**src/rtl/sysclk_switch_pkg.sv**
```systemverilog
package sysclk_switch_pkg;

  typedef enum logic [2:0] {
    ST_IDLE     = 3'd0,
    ST_WAIT_RC  = 3'd1,
    ST_PARK     = 3'd2,
    ST_LOAD_DIV = 3'd3,
    ST_WAIT_TGT = 3'd4,
    ST_SWITCH   = 3'd5,
    ST_FINISH   = 3'd6
  } seq_state_e;

  // Next step of the switch sequence. A stable flag takes priority over
  // budget expiry in the same cycle.
  function automatic seq_state_e seq_next(input seq_state_e cur,
                                          input logic accept,
                                          input logic rc_ready,
                                          input logic tgt_ready,
                                          input logic expired);
    seq_state_e nxt;
    nxt = cur;
    unique case (cur)
      ST_IDLE:     if (accept) nxt = ST_WAIT_RC;
      ST_WAIT_RC:  begin
        if (rc_ready)     nxt = ST_PARK;
        else if (expired) nxt = ST_IDLE;
      end
      ST_PARK:     nxt = ST_LOAD_DIV;
      ST_LOAD_DIV: nxt = ST_WAIT_TGT;
      ST_WAIT_TGT: begin
        if (tgt_ready)    nxt = ST_SWITCH;
        else if (expired) nxt = ST_IDLE;
      end
      ST_SWITCH:   nxt = ST_FINISH;
      ST_FINISH:   nxt = ST_IDLE;
      default:     nxt = ST_IDLE;
    endcase
    return nxt;
  endfunction

  // The RC oscillator may be switched off only if it was not already
  // stable when the request came in and the clock is not running from it.
  function automatic logic drop_rc(input logic was_stable, input logic on_rc);
    return !was_stable && !on_rc;
  endfunction

  // Divide ratio encoded by a divider field value.
  function automatic int unsigned div_ratio(input int unsigned field);
    return field + 1;
  endfunction

endpackage

```
**src/rtl/sysclk_switch_poll_timer.sv**
```systemverilog
module sysclk_switch_poll_timer #(
  parameter int unsigned POLL_LIMIT = 1200000
) (
  input  logic clk_i,
  input  logic rst_ni,
  input  logic run_i,
  output logic expired_o
);

  localparam int unsigned CNT_W = $clog2(POLL_LIMIT + 1);
  localparam logic [CNT_W-1:0] LAST = CNT_W'(POLL_LIMIT - 1);

  logic [CNT_W-1:0] cnt_q;

  always_ff @(posedge clk_i or negedge rst_ni) begin
    if (!rst_ni) begin
      cnt_q <= '0;
    end else if (!run_i) begin
      cnt_q <= '0;
    end else if (cnt_q != LAST) begin
      cnt_q <= cnt_q + 1'b1;
    end
  end

  assign expired_o = run_i && (cnt_q == LAST);

  // every wait starts from an empty budget
  a_r7_fresh_budget: assert property (@(posedge clk_i) disable iff (!rst_ni)
    $rose(run_i) |-> (cnt_q == '0));

  // the count never passes the last budget cycle
  a_r7_count_bounded: assert property (@(posedge clk_i) disable iff (!rst_ni)
    cnt_q <= LAST);

endmodule

```
**src/rtl/sysclk_switch_ctrl.sv**
```systemverilog
module sysclk_switch_ctrl
  import sysclk_switch_pkg::*;
#(
  parameter int unsigned SEL_W = 3,
  parameter int unsigned DIV_W = 4,
  parameter logic [SEL_W-1:0] RC_SRC = '1
) (
  input  logic                  clk_i,
  input  logic                  rst_ni,
  input  logic                  start_i,
  input  logic [SEL_W-1:0]      new_src_i,
  input  logic [DIV_W-1:0]      new_div_i,
  input  logic [(2**SEL_W)-1:0] osc_stable_i,
  input  logic [SEL_W-1:0]      cur_src_i,
  input  logic                  expired_i,
  output logic                  busy_o,
  output logic                  run_timer_o,
  output logic                  cmd_rc_on_o,
  output logic                  cmd_park_o,
  output logic                  cmd_div_o,
  output logic                  cmd_switch_o,
  output logic                  cmd_rc_off_o,
  output logic                  done_set_o,
  output logic                  err_set_o,
  output logic                  err_clr_o,
  output logic [SEL_W-1:0]      req_src_o,
  output logic [DIV_W-1:0]      req_div_o
);

  seq_state_e       state_q, state_d;
  logic [SEL_W-1:0] req_src_q;
  logic [DIV_W-1:0] req_div_q;
  logic             rc_was_q;

  // Named internal events
  logic ev_accept;
  logic ev_rc_ready;
  logic ev_tgt_ready;
  logic ev_timeout;
  logic ev_abort_rc;

  assign ev_accept    = (state_q == ST_IDLE) && start_i;
  assign ev_rc_ready  = osc_stable_i[RC_SRC];
  assign ev_tgt_ready = osc_stable_i[req_src_q];
  assign ev_abort_rc  = (state_q == ST_WAIT_RC) && !ev_rc_ready && expired_i;
  assign ev_timeout   = ev_abort_rc ||
                        ((state_q == ST_WAIT_TGT) && !ev_tgt_ready && expired_i);

  assign state_d = seq_next(state_q, ev_accept, ev_rc_ready, ev_tgt_ready, expired_i);

  always_ff @(posedge clk_i or negedge rst_ni) begin
    if (!rst_ni) begin
      state_q <= ST_IDLE;
    end else begin
      state_q <= state_d;
    end
  end

  always_ff @(posedge clk_i or negedge rst_ni) begin
    if (!rst_ni) begin
      req_src_q <= RC_SRC;
      req_div_q <= '0;
      rc_was_q  <= 1'b1;
    end else if (ev_accept) begin
      req_src_q <= new_src_i;
      req_div_q <= new_div_i;
      rc_was_q  <= osc_stable_i[RC_SRC];
    end
  end

  assign busy_o       = (state_q != ST_IDLE);
  assign run_timer_o  = (state_q == ST_WAIT_RC) || (state_q == ST_WAIT_TGT);
  assign cmd_rc_on_o  = ev_accept;
  assign cmd_park_o   = (state_q == ST_PARK);
  assign cmd_div_o    = (state_q == ST_LOAD_DIV);
  assign cmd_switch_o = (state_q == ST_SWITCH);
  assign cmd_rc_off_o = ((state_q == ST_FINISH) || ev_abort_rc) &&
                        drop_rc(rc_was_q, cur_src_i == RC_SRC);
  assign done_set_o   = (state_q == ST_FINISH);
  assign err_set_o    = ev_timeout;
  assign err_clr_o    = ev_accept;
  assign req_src_o    = req_src_q;
  assign req_div_o    = req_div_q;

  // a start seen while busy leaves the latched request untouched
  a_r9_busy_start_ignored: assert property (@(posedge clk_i) disable iff (!rst_ni)
    (busy_o && start_i) |=> ($stable(req_src_q) && $stable(req_div_q)));

  // the switch step is reached only through a seen target flag
  a_r5_switch_after_ready: assert property (@(posedge clk_i) disable iff (!rst_ni)
    (state_q == ST_SWITCH) |-> $past(ev_tgt_ready));

endmodule

```
**src/rtl/sysclk_switch_outregs.sv**
```systemverilog
module sysclk_switch_outregs #(
  parameter int unsigned SEL_W = 3,
  parameter int unsigned DIV_W = 4,
  parameter logic [SEL_W-1:0] RC_SRC = '1
) (
  input  logic             clk_i,
  input  logic             rst_ni,
  input  logic             cmd_rc_on_i,
  input  logic             cmd_park_i,
  input  logic             cmd_div_i,
  input  logic             cmd_switch_i,
  input  logic             cmd_rc_off_i,
  input  logic             done_set_i,
  input  logic             err_set_i,
  input  logic             err_clr_i,
  input  logic [SEL_W-1:0] req_src_i,
  input  logic [DIV_W-1:0] req_div_i,
  output logic             rc_en_o,
  output logic [SEL_W-1:0] src_o,
  output logic [DIV_W-1:0] div_o,
  output logic             done_o,
  output logic             err_o
);

  logic             rc_en_q;
  logic [SEL_W-1:0] src_q;
  logic [DIV_W-1:0] div_q;
  logic             done_q;
  logic             err_q;

  always_ff @(posedge clk_i or negedge rst_ni) begin
    if (!rst_ni) begin
      rc_en_q <= 1'b1;
    end else if (cmd_rc_on_i) begin
      rc_en_q <= 1'b1;
    end else if (cmd_rc_off_i) begin
      rc_en_q <= 1'b0;
    end
  end

  always_ff @(posedge clk_i or negedge rst_ni) begin
    if (!rst_ni) begin
      src_q <= RC_SRC;
    end else if (cmd_park_i) begin
      src_q <= RC_SRC;
    end else if (cmd_switch_i) begin
      src_q <= req_src_i;
    end
  end

  always_ff @(posedge clk_i or negedge rst_ni) begin
    if (!rst_ni) begin
      div_q <= '0;
    end else if (cmd_div_i) begin
      div_q <= req_div_i;
    end
  end

  always_ff @(posedge clk_i or negedge rst_ni) begin
    if (!rst_ni) begin
      done_q <= 1'b0;
      err_q  <= 1'b0;
    end else begin
      done_q <= done_set_i;
      if (err_clr_i) begin
        err_q <= 1'b0;
      end else if (err_set_i) begin
        err_q <= 1'b1;
      end
    end
  end

  assign rc_en_o = rc_en_q;
  assign src_o   = src_q;
  assign div_o   = div_q;
  assign done_o  = done_q;
  assign err_o   = err_q;

  // a divider change is only ever seen with the clock parked on RC
  a_r3_div_while_parked: assert property (@(posedge clk_i) disable iff (!rst_ni)
    !$stable(div_q) |-> (src_q == RC_SRC));

  // the RC enable never drops while the clock runs from it
  a_r6_rc_drop_off_rc: assert property (@(posedge clk_i) disable iff (!rst_ni)
    $fell(rc_en_q) |-> (src_q != RC_SRC));

  // source moves happen only with the RC oscillator enabled
  a_r5_src_moves_rc_on: assert property (@(posedge clk_i) disable iff (!rst_ni)
    !$stable(src_q) |-> rc_en_q);

  // done lasts a single cycle
  a_r10_done_single: assert property (@(posedge clk_i) disable iff (!rst_ni)
    done_q |=> !done_q);

  // a timed-out sequence never reports done
  a_r8_err_no_done: assert property (@(posedge clk_i) disable iff (!rst_ni)
    err_q |-> !done_q);

endmodule

```
**src/rtl/sysclk_switch_seq.sv**
```systemverilog
module sysclk_switch_seq #(
  parameter int unsigned SEL_W = 3,
  parameter int unsigned DIV_W = 4,
  parameter logic [SEL_W-1:0] RC_SRC = '1,
  parameter int unsigned POLL_LIMIT = 1200000
) (
  input  logic                  clk_i,
  input  logic                  rst_ni,
  input  logic                  start_i,
  input  logic [SEL_W-1:0]      new_src_i,
  input  logic [DIV_W-1:0]      new_div_i,
  input  logic [(2**SEL_W)-1:0] osc_stable_i,
  output logic                  rc_en_o,
  output logic [SEL_W-1:0]      sys_src_o,
  output logic [DIV_W-1:0]      sys_div_o,
  output logic                  busy_o,
  output logic                  done_o,
  output logic                  err_o
);

  logic             run_timer;
  logic             expired;
  logic             cmd_rc_on;
  logic             cmd_park;
  logic             cmd_div;
  logic             cmd_switch;
  logic             cmd_rc_off;
  logic             done_set;
  logic             err_set;
  logic             err_clr;
  logic [SEL_W-1:0] req_src;
  logic [DIV_W-1:0] req_div;

  sysclk_switch_poll_timer #(
    .POLL_LIMIT (POLL_LIMIT)
  ) u_timer (
    .clk_i     (clk_i),
    .rst_ni    (rst_ni),
    .run_i     (run_timer),
    .expired_o (expired)
  );

  sysclk_switch_ctrl #(
    .SEL_W  (SEL_W),
    .DIV_W  (DIV_W),
    .RC_SRC (RC_SRC)
  ) u_ctrl (
    .clk_i        (clk_i),
    .rst_ni       (rst_ni),
    .start_i      (start_i),
    .new_src_i    (new_src_i),
    .new_div_i    (new_div_i),
    .osc_stable_i (osc_stable_i),
    .cur_src_i    (sys_src_o),
    .expired_i    (expired),
    .busy_o       (busy_o),
    .run_timer_o  (run_timer),
    .cmd_rc_on_o  (cmd_rc_on),
    .cmd_park_o   (cmd_park),
    .cmd_div_o    (cmd_div),
    .cmd_switch_o (cmd_switch),
    .cmd_rc_off_o (cmd_rc_off),
    .done_set_o   (done_set),
    .err_set_o    (err_set),
    .err_clr_o    (err_clr),
    .req_src_o    (req_src),
    .req_div_o    (req_div)
  );

  sysclk_switch_outregs #(
    .SEL_W  (SEL_W),
    .DIV_W  (DIV_W),
    .RC_SRC (RC_SRC)
  ) u_regs (
    .clk_i        (clk_i),
    .rst_ni       (rst_ni),
    .cmd_rc_on_i  (cmd_rc_on),
    .cmd_park_i   (cmd_park),
    .cmd_div_i    (cmd_div),
    .cmd_switch_i (cmd_switch),
    .cmd_rc_off_i (cmd_rc_off),
    .done_set_i   (done_set),
    .err_set_i    (err_set),
    .err_clr_i    (err_clr),
    .req_src_i    (req_src),
    .req_div_i    (req_div),
    .rc_en_o      (rc_en_o),
    .src_o        (sys_src_o),
    .div_o        (sys_div_o),
    .done_o       (done_o),
    .err_o        (err_o)
  );

  // a sequence always begins with the RC oscillator enabled
  a_r2_busy_with_rc_on: assert property (@(posedge clk_i) disable iff (!rst_ni)
    $rose(busy_o) |-> rc_en_o);

  // done follows the end of busy
  a_r10_done_after_busy: assert property (@(posedge clk_i) disable iff (!rst_ni)
    done_o |-> ($fell(busy_o) && !busy_o));

endmodule

```
**config.mk**
```make
export PLATFORM = sky130hd
export DESIGN_NAME = sysclk_switch_seq
export DESIGN_NICKNAME = d
export VERILOG_FILES = /design/src/rtl/sysclk_switch_pkg.sv /design/src/rtl/sysclk_switch_poll_timer.sv /design/src/rtl/sysclk_switch_ctrl.sv /design/src/rtl/sysclk_switch_outregs.sv /design/src/rtl/sysclk_switch_seq.sv
export SDC_FILE = /design/constraint.sdc
export NUM_CORES = 1
export LEC_CHECK = 0
export BUFFER_PORTS_ARGS = -buffer_cell sky130_fd_sc_hd__buf_4
export CORE_MARGIN = 2
export CORE_UTILIZATION = 40
export DETAILED_ROUTE_END_ITERATION = 10
export REMOVE_ABC_BUFFERS = 1
export SETUP_SLACK_MARGIN = 0.02
export SYNTH_ARGS = -nofsm -noshare
export SYNTH_HDL_FRONTEND = slang
export SYNTH_SLANG_ARGS = --single-unit
export TNS_END_PERCENT = 50
```
**constraint.sdc**
```tcl
create_clock -name clk_i -period 2.3 [get_ports clk_i]
set_input_delay 0.345 -clock clk_i [delete_from_list [all_inputs] [get_ports clk_i]]
set_output_delay 0.345 -clock clk_i [all_outputs]
set_load 0.01 [all_outputs]
```
# Word-level counts from Yosys, hierarchy flattened
# Index checks and enable logic that the tools add are counted.
[word_totals]
word_cells = 58
regBits = 42
in_bits = 18
[classes]
add_sub_neg = 1
eq_ne = 11
n_mux = 15
magnitude_cmp = 1
reduce_logical = 20
[op_table]
columns = ["cell", "count"]
rows = [
  ["two-way mux 21 bit", 2],
  ["adder 21 x 1 -> 21 bit, second input constant", 1],
  ["equality test 21 bit, second input constant", 1],
  ["inequality test 21 bit, second input constant", 1],
  ["two-way mux 3 bit", 6],
  ["case mux 3 bit (6 select lines)", 1],
  ["equality test 3 bit, second input constant", 4],
  ["logical AND 1 bit", 8],
  ["equality test 3 x 2 -> 1 bit, second input constant", 2],
  ["nonzero test 2 bit", 3],
  ["two-way mux 1 bit", 5],
  ["zero test 1 bit", 4],
  ["< comparator 3 x 4 -> 1 bit, second input constant", 1],
  ["inequality test 2 bit, second input constant", 2],
  ["binary-select mux 1 bit (select 3 bit)", 1],
  ["equality test 3 x 1 -> 1 bit, second input constant", 1],
  ["zero test 3 bit", 1],
  ["logical OR 1 bit", 3],
  ["nonzero test 3 bit", 1],
]

# Logic depth before layout (Yosys ltp)
[logic_depth]
ltp_word = 8
mapped_depth = 6

# By module
# From an unflattened synthesis, not the netlist that was laid out.
[hier_totals]
hier_cells = 209
area_unflattened_um2 = 2175.8
[by_module_without_submodules]
columns = ["mod", "cells_each", "instances", "seq_area_each_um2", "area_per_inst_um2"]
rows = [
  ["sysclk_switch_poll_timer", 130, 1, 525.5, 1206.2],
  ["sysclk_switch_ctrl", 55, 1, 280.3, 605.6],
  ["sysclk_switch_outregs", 24, 1, 255.2, 364.1],
]

# Least setup slack after synthesis
# No wires, ideal clock.
[synth_path]
path_type = "register to register"
from = "register u_timer.cnt_q[0]"
to = "register u_timer.cnt_q[20]"
path_slack_ns = 0.346
period_less_slack_ns = 1.954
path_stages_with_launch = 7
t_arrival_ns = 1.877
setup_ns = 0.077
cell_sequence = "dfrtp_1 ha_1 nand2_1 or4_1 buf_2 or4_1 a21oi_1"
[synth_between]
elab_chain_len = 3
word_cells_on_any_way = 5
classes_between = "1 x add/sub; 2 x eq/ne; 2 x mux"
[synth_lines]
columns = ["element", "line", "rtl"]
rows = [
  ["start: declaration", "sysclk_switch_poll_timer.sv:13", "logic [CNT_W-1:0] cnt_q;"],
  ["start signal: assignment", "sysclk_switch_poll_timer.sv:21", "cnt_q <= cnt_q + 1'b1;"],
  ["adder 21 x 1 -> 21 bit", "sysclk_switch_poll_timer.sv:21", ""],
  ["two-way mux 21 bit", "sysclk_switch_poll_timer.sv:20", "end else if (cnt_q != LAST) begin"],
  ["two-way mux 21 bit", "sysclk_switch_poll_timer.sv:18", "end else if (!run_i) begin"],
]
# Several ways; a longest one is shown, not always the timed one. The select of a mux whose other input is x is not followed.
# A chain may end at the register's enable or synchronous reset.

# Final worst setup path
# Ends and elaborated chain as after synthesis.

==> impl_metrics.yaml <==
power:
  ir_drop_mv: 0.5665
  power_w: 0.002643
  p_seq_share_pct: 42.1
  power.share.switching_pct: 33.67
  net-switching-power_w: 0.0008899
  internal-power_w: 0.001753
  powerDensity_nw_per_um2: 1025
  p_leak_nw: 1.041
  power_frac_comb_pct: 35.8
  clkPwrFrac_pct: 22.1
sta:
  hold_viol: 0
  worst_pin_slew_ns: 0.5404
  fin_crit_sh_pct: 94.43
  setup_viol: 0
  fmax_mhz: 460.4
  period_needed_ns: 2.172
  rsz0062_at_grt: "no"
  finalClockSkew_ns: 0.002942
  report.final.slew_viol_count: 0
  setup_ws_ns: 0.1281
  relSlewSlack_pct: 63.93
  tns_ns: 0
final_layout:
  fillCellCount: 505
  finalInstanceArea_um2: 2579
  syn_to_final_growth_pct: 17.84
  antenna_cells: 0
  layout_commonest_cell: "dfrtp_1"
  drive_above_1_share_pct: 28.40
  nets: 261
  layout_common_cells: "dfrtp_1 (34), buf_4 (32), nand2_1 (13), o21ai_0 (13)"
yosys:
  synth-async-reset-ratio_pct: 100.0
  ys_ff_latch: 42
  synth.distinct_cells: 47
  ys_warn_count: 0
  ys.flop_type: "dfrtp_1"
  synth_cells: 214
  synth-edff-count: 0
  syn_area_um2: 2188
  syn_avg_cell_area_um2: 10.23
  synth-seq-area-share_pct: 48.48
drt:
  firstDrtPassIters: 4
  viasPerCell: 5.550
  route.detailed.drc: 0
  vias: 1737
  wl_um: 4604
  initialDrtViolationCount: 121
  final_antenna_net_count: 0
  wl_per_cell_um: 14.71
worst_setup_path:
  required_ns: 2.52
  crit_type: "register to register"
  critPathLaunchType: "register"
  cp_max_fo: 8
  cp_data_arrival_time_ns: 2.39
  endpoint_kind: "register"
run_status:
  status: "finished clean"
clocking:
  htree_levels: 2
  ctsResizeCount: 0
  cts_max_path_buffers: 2
  cts_root_buffer: "clkbuf_8"
  cts_tree: "yes"
  clk_latency_ns: 0.29
  cts_sinks: 42
  clk_pin_slew_worst_paths_ns: 0.08
  postCtsSetupBuffers: 0
  cts_hold_buf: 0
  cts_buffers: 5
place:
  placed_cell_area_um2: 2470
  hpwl_um: 3200
  port_buffers: 28
  gp_congestion: 0.8003
  place_ws_ns: 0.1526
floorplanning:
  fp.dieH_um: 77.97
  dieArea_um2: 6079
  io_pins: 29
  die_w_um: 77.97
  core-area_um2: 5205
  rows: 26
  initial_core_util_pct: 42.04
global_route:
  globalRouteTotalUtil_pct: 16.40
  grt_pass1_vias: 1650
  gr-total-overflow: 0
  grt_pass1_wl_um: 7866
  antenna_found_initial: 0
  grt_max_degree: 43
hold_path:
  hold_class: "primary input to async pin"
run:
  cap_violations: 0
## worst max-delay path: stages, from the launching register on
cell,delay (ns)
dfrtp_1,0.45
ha_1,0.25
nand2_1,0.15
or4_1,0.65
or4_1,0.44
a21oi_1,0.16
## synthesized netlist by cell type, drive strengths merged, types with 4 or more instances
master	count	area [um2]
or4	6	45.04
mux2i	4	40.04
a21oi	12	60.06
nand3	9	50.05
clkbuf	9	33.78
a22oi	4	30.03
nor2	12	47.55
nand2	13	48.80
a211oi	4	30.03
nor3	5	25.02
inv	9	33.78
and4	5	43.79
dfstp	8	210.2
o31ai	4	30.03
dfrtp	34	850.8
mux2	12	135.1
or3	8	50.05
o21ai	13	65.06
a31oi	6	37.54
## power groups by stage
stage	Sequential, W	Combinational (W)	Clock (W)
finish	0.00111	0.000947	0.000583
global route	0.00114	0.00106	0.000640
CTS	0.00112	0.000959	0.000601
detailed placement	0.00113	0.000957	0
global placement	0.00112	0.000950	0
floorplan	0.00116	0.000572	0
## final cells by class
class / count / area (um2) / share of cell area, %
Tap cell: 70 / 87.58 / 3.396
Clock buffer: 5 / 68.82 / 2.669
Sequential cell: 42 / 1061 / 41.15
Clock inverter: 3 / 40.04 / 1.553
Inverter: 9 / 33.78 / 1.310
Timing Repair Buffer: 32 / 240.2 / 9.316
Multi-Input combinational cell: 152 / 1047 / 40.61
## per-layer routing
metal,vias up,GRT usage (%),wire (um)
li1,855,-,-
met5,-,0,0
met4,0,5.263,40
met2,28,25.43,2138
met1,852,22.64,2287
met3,2,3.953,137
## flip-flops by register name (all words and copies together), names as in the netlist, 3 cells and up
signal and flops:
u_ctrl.req_div_o 4, u_ctrl.req_src_o 3, u_ctrl.state_q 3, u_regs.div_o 4, u_regs.src_o 3, u_timer.cnt_q 21
## logic make-up after synthesis
family	after synthesis	synth area share (%)
and+or+nand+nor	79	21.38
AOI/OAI and AO/OA	51	14.64
DFF	42	48.48
buffers and inverters	20	3.659
muxes	18	10.06
xor gates and xnor gates	3	1.201
adders and majority gates	1	0.5717
## worst paths after layout
path | slack [ns] | endpoint | cells after the start | startpoint
max | 0.13 | u_timer.cnt_q[20]$_DFFE_PN0N_ | 5 | u_timer.cnt_q[0]$_DFFE_PN0N_
min | 0.03 | u_ctrl.state_q[0]$_DFFE_PN0P_ | 1 | rst_ni
max reg2reg | 0.13 | u_timer.cnt_q[20]$_DFFE_PN0N_ | 5 | u_timer.cnt_q[0]$_DFFE_PN0N_
min reg2reg | 0.51 | u_regs.div_o[0]$_DFFE_PN0P_ | 1 | u_ctrl.req_div_o[0]$_DFFE_PN0P_
max in group asynchronous | 1.90 | u_regs.rc_en_o$_DFFE_PN1P_ | 1 | rst_ni
min in group clk_i | 0.28 | u_ctrl.req_div_o[1]$_DFFE_PN0P_ | 2 | new_div_i[1]
## stage by stage
stage          std cells  hold WS [ns]  util (%)
6_report             313       0.03494     49.54
5_1_grt              313       0.05885     49.54
4_1_cts              313       0.04949     49.54
3_5_place_dp         305        0.3775     47.45
3_3_place_gp         305        0.3717     47.45
2_1_floorplan        203       0.04941         -
No activity file was read; power rests on OpenSTA's default activity.
